[src/rtl/mem_vi_home.sv]
module mem_vi_home #(
  parameter int ADDR_W = 4,
  parameter int DATA_W = 32,
  parameter int ID_W   = 2
) (
  input  logic              clk,
  input  logic              rst_n,
  input  logic              bus_valid,
  input  logic              bus_kind,
  input  logic [ADDR_W-1:0] bus_addr,
  input  logic [ID_W-1:0]   bus_src,
  input  logic [DATA_W-1:0] bus_data,
  output logic              resp_valid,
  output logic [ID_W-1:0]   resp_dst,
  output logic [ADDR_W-1:0] resp_addr,
  output logic [DATA_W-1:0] resp_data,
  output logic              err_put_inv,
  output logic              err_collide
);
  localparam int DEPTH = 1 << ADDR_W;

  logic [DEPTH-1:0]  blk_state;
  logic [DATA_W-1:0] store [DEPTH];

  wire accept = bus_valid && !resp_valid;
  wire held   = blk_state[bus_addr];
  wire serve  = accept && !bus_kind && !held;
  wire absorb = accept &&  bus_kind &&  held;
  wire stray  = accept &&  bus_kind && !held;

  always_ff @(posedge clk) begin
    if (!rst_n) begin
      blk_state   <= '0;
      resp_valid  <= 1'b0;
      resp_dst    <= '0;
      resp_addr   <= '0;
      resp_data   <= '0;
      err_put_inv <= 1'b0;
      err_collide <= 1'b0;
      for (int i = 0; i < DEPTH; i++) store[i] <= '0;
    end else begin
      resp_valid  <= serve;
      err_put_inv <= stray;
      err_collide <= bus_valid && resp_valid;
      if (serve) begin
        resp_dst            <= bus_src;
        resp_addr           <= bus_addr;
        resp_data           <= store[bus_addr];
        blk_state[bus_addr] <= 1'b1;
      end
      if (absorb) begin
        store[bus_addr]     <= bus_data;
        blk_state[bus_addr] <= 1'b0;
      end
    end
  end
endmodule


[config.mk]
export PLATFORM = sky130hd
export DESIGN_NAME = mem_vi_home
export DESIGN_NICKNAME = d
export VERILOG_FILES = /design/src/rtl/mem_vi_home.sv
export SDC_FILE = /design/constraint.sdc
export NUM_CORES = 1
export LEC_CHECK = 0
export ABC_AREA = 1
export CORE_MARGIN = 5
export CORE_UTILIZATION = 30
export DETAILED_ROUTE_END_ITERATION = 10
export DONT_BUFFER_PORTS = 1
export PLACE_DENSITY = 0.42
export SLEW_MARGIN = 20
export SYNTH_ARGS = -nofsm -noshare
export SYNTH_HDL_FRONTEND = slang
export SYNTH_SLANG_ARGS = --single-unit
[constraint.sdc]
create_clock -name clk -period 2.6 [get_ports clk]
set_input_delay 0.26 -clock clk [delete_from_list [all_inputs] [get_ports clk]]
set_output_delay 0.26 -clock clk [all_outputs]
set_load 0.005 [all_outputs]
==> flow_summary.ini, run 1 <==
[outcome]
status = complete, no violations

[yosys]
yosys_warnings = 0
synth_top_cell_by_area = edfxtp_1
yosys-top-cells-area = edfxtp_1 59%, nand2_1 15%, nor2_1 9.4%
ys_seq_area_frac = 0.6333
ys_seq_elements = 569
synth.distinct_cells = 18
yosys.area.top_type_share = 0.5896
syn_inst = 2883
avgSynthCellArea_sq_um = 9.045
synth_area_sq_um = 26080
syn_nets = 2925

[timing]
tightest_slew_ns = 0.8313
post-route-period-util = 0.8570
rsz0062_at_grt = false
finalSetupViolations = 0
fin_setup_tns_ns = 0
fin_worst_skew_ns = 0.02039
timing_hold_violations_final = 0
slew_headroom = 0.4452
fin_crit_ns = 2.228
slew_violations = 0
max_freq_mhz = 448.8

[clock_tree]
post_cts_resized = 0
root_buffer = clkbuf_16
path_clk_slew_ns = 0.06
cts_tree = done
clock_sinks = 569
post_cts_buffers = 0
cts_buffer_depth = 3
cts-buffers-inserted = 67
clk_latency_ns = 0.61
htreeDepth = 3

[cells_and_area]
area_delta_synth_final_pct = 14.41
layout-drive-gt1-share = 0.07828
nets = 2874
fin_area_sq_um = 29840

[floorplan]
die_h_microns = 304.8
num_rows = 108
dieArea_sq_um = 92920
start_util = 0.3015
core_area_sq_um = 86480
die_w_microns = 304.8
pin_count = 83

[route]
wirelength_microns = 85840
drc = 0
drtIter0Drc = 1594
routedWlPerCell_microns = 21.23
vias = 19510
ant_nets = 0
drt_pass1_iterations = 5
drt-vias-per-instance = 4.826

[power]
p_sw_frac = 0.2368
switchingPower_mw = 5.021
powerDensity_nw_per_um2 = 710.9
combPwrFrac = 0.066
clockPowerShare = 0.445
peakVddDrop_mv = 0.3389
internal_power_mw = 16.19
leakage_nw = 12.49
pwr-share-seq = 0.489
p_total_mw = 21.21

[placement]
dp_hpwl_microns = 48830
place.port_buffers = 0
gp_congestion = 0.7979
place_area_sq_um = 27540

[global_routing]
antenna_found_initial = 1
grt_usage = 0.1816
first_global_vias = 19460
grt_max_degree = 268
grt_overflow = 0
grt_pass1_wl_microns = 129200

[critical_path]
required_ns = 3.10
end_kind = flip-flop
cp_max_fo = 55
startpoint_type = flip-flop
cp.arrival_ns = 2.72
critPathKind = reg2reg

[job]
max_cap_viol_count = 0

[hold_path]
hold_class = in2reg
## synth_stat cells
cell	n
nand2_2	1
nand3_4	10
nand3_1	299
buf_1	23
inv_2	2
dfxtp_1	57
clkbuf_1	138
nand3b_1	2
buf_6	29
buf_4	2
nand2_1	1014
nand4_1	32
inv_1	77
nor2_4	2
nor2_1	656
buf_2	24
edfxtp_1	512
nor3_1	3
## cells in the final DEF (no fill, tap or decap), drive strengths merged, types with 9 or more instances in the layout
cell,Yosys,final
nand2,1015,1015
nor2,658,658
edfxtp,512,512
nand3,309,309
clkbuf,138,100
buf,78,87
inv,79,81
dfxtp,57,57
nand4,32,32
clkinv,0,18
dlygate4sd3,0,9
## per-stage QoR
step | std cells | setup WS, ns | hold slack [ns] | util
floorplan | 2883 | 0.1435 | 0.4000 | -
global placement | 3908 | 0.4293 | 0.4084 | 0.3184
detailed placement | 3908 | 0.3799 | 0.4128 | 0.3184
CTS | 4042 | 0.3862 | 0.05153 | 0.3450
global route | 4042 | 0.2125 | 0.07699 | 0.3450
finish | 4043 | 0.3719 | 0.06515 | 0.3450
## path summary, 6_finish.rpt
kind / start / endpoint / slack (ns) / cells past startpoint
hold / removal: bus_kind / err_put_inv / 0.07 / 3
setup / recovery: blk_state[7] / resp_data[30] / 0.37 / 12
hold reg to reg: resp_data[10] / resp_data[10] / 0.51 / 2
setup reg to reg: blk_state[7] / resp_data[30] / 0.37 / 12
## cell type report
type                            count  area (sq um)
Inverter                           79         309.0
Clock inverter                     24         254.0
Multi-Input combinational cell   2019          8297
Sequential cell                   569         16520
Clock buffer                      100          1924
Timing Repair Buffer               96          1089
Antenna cell                        1         2.502
Fill cell                        8928         56650
Tap cell                         1155          1445
## flip-flops by register name, indices dropped and copies added (netlist names)
signal	cells
resp_addr	4
blk_state	16
resp_valid	1
store	512
resp_data	32
err_collide	1
err_put_inv	1
resp_dst	2
## logic make-up (layout without fill, tap and decap cells)
group                  after synthesis  after routing  share of synthesized area
buffers and inverters              295            299                    0.05225
DFF                                569            569                     0.6333
other                                0              1                          0
and+or+nand+nor                   2019           2019                     0.3144
## worst max-delay path, stage by stage (launching register included)
cell           delay [ns]
dfxtp_1              0.31
nand2_1              0.07
nand2_1              0.06
nand2_1              0.05
nand2_1              0.07
nand2_1              0.06
nand2_1              0.11
nor2_4               0.19
buf_12               0.30
nand3_1              0.20
nand2_1              0.09
dlygate4sd3_1        0.54
nor2_1               0.04
## power by group through the flow
| stage | clock (mW) | combinational, mW | sequential, mW |
|---|---|---|---|
| 2_1_floorplan | 0 | 0.926 | 10.5 |
| 3_3_place_gp | 0 | 1.40 | 10.6 |
| 3_5_place_dp | 0 | 1.40 | 10.6 |
| 4_1_cts | 9.66 | 1.43 | 10.4 |
| 5_1_grt | 10.0 | 1.56 | 10.4 |
| 6_report | 9.43 | 1.41 | 10.4 |
## routing by layer
metal  global-route usage  vias to the layer above  routed length (microns)
li1                     -                     9239                        -
met1               0.2526                     9616                    38700
met2               0.2920                      532                    39750
met3              0.03534                      123                     5343
met4              0.04953                        0                     2036
met5                    0                        -                        0
## what timing repair did
action                     CTS  global route
hold buffers                10             0
setup endpoints to repair    0             0
hold endpoints to repair    41             0
Power figures use the tool's default switching activity.
==> run 2: changes to the inputs <==
CORE_MARGIN = 3   (was 5)
CORE_UTILIZATION = 58   (was 30)
PLACE_DENSITY = 0.73   (was 0.42)
==> run 2 against run 1 <==
Hold slack worse by 0.036 ns. Sequential power about the same. Final area down 5.0%. Count of clock-buffer cells in the layout down 16. Fmax down 5.6%. Global-route usage up 13 points. Die area down 49%. Critical path type unchanged. Register-to-register slack worse by 0.13 ns. Via count up 3.4%. Largest power group unchanged. Combinational power down 6%. Setup slack worse by 0.13 ns. Flip-flop and latch count unchanged.
==> flow_summary.ini, run 2 (same netlist as run 1, synthesis figures left out) <==
[critical_path]
end_kind = flip-flop
cp.arrival_ns = 2.80
critPathKind = reg2reg
required_ns = 3.04
startpoint_type = flip-flop
startpoint = blk_state[11]
reg2reg_setup_slack_ns = 0.24
r2r_cells = 11
rr_endpoint = store[7][16]
r2r-start = blk_state[11]
cp_max_fo = 32

[outcome]
status = complete, no violations

[power]
peakVddDrop_mv = 0.5609
switchingPower_mw = 4.533
powerDensity_nw_per_um2 = 687.6
pwr-share-seq = 0.532
combPwrFrac = 0.068
leakage_nw = 12.11
p_sw_frac = 0.2327
clockPowerShare = 0.399
internal_power_mw = 14.95

[cells_and_area]
largest_reg_flops = 512
final-instance-count-excl-fill = 3436
mostFrequentLayoutCells = 998 x nand2_1, 653 x nor2_1, 512 x edfxtp_1
fill_cells = 3559
top_regs = store: 512 flops, resp_data: 32 flops, blk_state: 16 flops
top_register = store
area_delta_synth_final_pct = 8.656
layout-drive-gt1-share = 0.06399
diodes = 0
nets = 2838
final_common_cell = nand2_1

[clock_tree]
post_cts_resized = 0
root_buffer = clkbuf_16
clock_sinks = 569
path_clk_slew_ns = 0.06
cts-buffers-inserted = 56
clk_latency_ns = 0.63
cts_buffer_depth = 3
htreeDepth = 2
cts_tree = done

[global_routing]
grt_usage = 0.3143
first_global_vias = 19310
grt_max_degree = 268
grt_overflow = 0
antenna_found_initial = 0
grt_pass1_wl_microns = 112400

[route]
drc = 0
wirelength_microns = 74640
drtIter0Drc = 2411
drt_pass1_iterations = 6
ant_nets = 0
vias = 20170
drt-vias-per-instance = 5.870
routedWlPerCell_microns = 21.72

[job]
max_cap_viol_count = 0

[timing]
tightest_slew_ns = 1.099
post-route-period-util = 0.9076
fin_crit_ns = 2.360
slew_headroom = 0.2674
max_freq_mhz = 423.8
timing_hold_violations_final = 0
finalSetupViolations = 0
rsz0062_at_grt = false
slew_violations = 0
fin_worst_skew_ns = 0.02244
fin_setup_tns_ns = 0

[floorplan]
num_rows = 77
start_util = 0.5884
dieArea_sq_um = 47540
die_h_microns = 218.0
die_w_microns = 218.0
pin_count = 83
core_area_sq_um = 44320

[placement]
place.port_buffers = 0
dp_hpwl_microns = 41470
place_inst = 3323
gp_congestion = 0.8672

[hold_path]
hold_class = in2reg
hold_start = bus_addr[3]
hold_depth = 4
worstHoldEndpoint = resp_addr[3]
==> run 2: changes by cell type in the layout (fill, tap and decap cells not counted), sizes merged, moves of 2 or more <==
| cell | change |
|---|---|
| dlygate4sd3 | -3 |
| clkinv | +2 |
| bufinv | -2 |
| inv | -2 |
| buf | -22 |
| clkbuf | -16 |
==> run 2: worst max-delay path: stages, from the launching register on <==
cell and delay, ns:
dfxtp_1 0.35, nand2_1 0.08, nand2_1 0.08, nand2_1 0.05
nand2_1 0.07, nand2_1 0.05, nand2_1 0.12, nor2_4 0.06
nor2_4 0.32, buf_4 0.25, nand3_4 0.48, nor2_1 0.26
==> run 2: worst max path at each step <==
stage / endpoint / slack, ns / cells past startpoint
finish: store[7][16] / 0.24 / 11
CTS: store[6][20] / 0.29 / 6
detailed placement: store[7][28] / 0.23 / 12
floorplan: store[4][0] / 0.14 / 8
global placement: store[13][16] / 0.36 / 6
global route: store[7][16] / 0.05 / 11
==> run 2: stage by stage <==
stage	utilization	cell area [sq um]	power, mW	setup slack (ns)	hold slack, ns
floorplan	-	26080	11.46	0.1435	0.4000
global placement	0.5981	26510	11.80	0.3560	0.3938
detailed placement	0.5981	26510	11.84	0.2343	0.3979
CTS	0.6394	28330	19.50	0.2911	0.001879
global route	0.6394	28330	20.05	0.05051	0.03721
finish	0.6394	28330	19.48	0.2402	0.02940
==> run 2: layout make-up <==
type	instances	area, sq um	share of cell area
clock buffers	84	1567	0.05529
clock inverters	22	182.7	0.006447
inverters	79	309.0	0.01091
multi-input cells	2019	8297	0.2928
flip-flops and latches	569	16520	0.5829
well taps	592	740.7	0.02614
repair buffers	71	723.2	0.02552
==> run 2: repair_timing <==
action | CTS | global route
endpoints found under the hold margin | 41 | 0
hold buffers | 7 | 0
setup buffers | 0 | 0
==> run 2: power by group through the flow <==
| stage | Combinational, mW | Clock, mW | Sequential [mW] |
|---|---|---|---|
| after floorplan | 0.926 | 0 | 10.5 |
| after global placement | 1.25 | 0 | 10.6 |
| after detailed placement | 1.28 | 0 | 10.6 |
| after CTS | 1.31 | 7.82 | 10.4 |
| after global routing | 1.44 | 8.20 | 10.4 |
| final | 1.33 | 7.78 | 10.4 |
==> run 2: metal layers <==
metal / GRT usage / share of wire
met4: 0.1537 / 0.047
met2: 0.5001 / 0.46
met3: 0.06799 / 0.12
met1: 0.4132 / 0.38
met5: 0 / 0
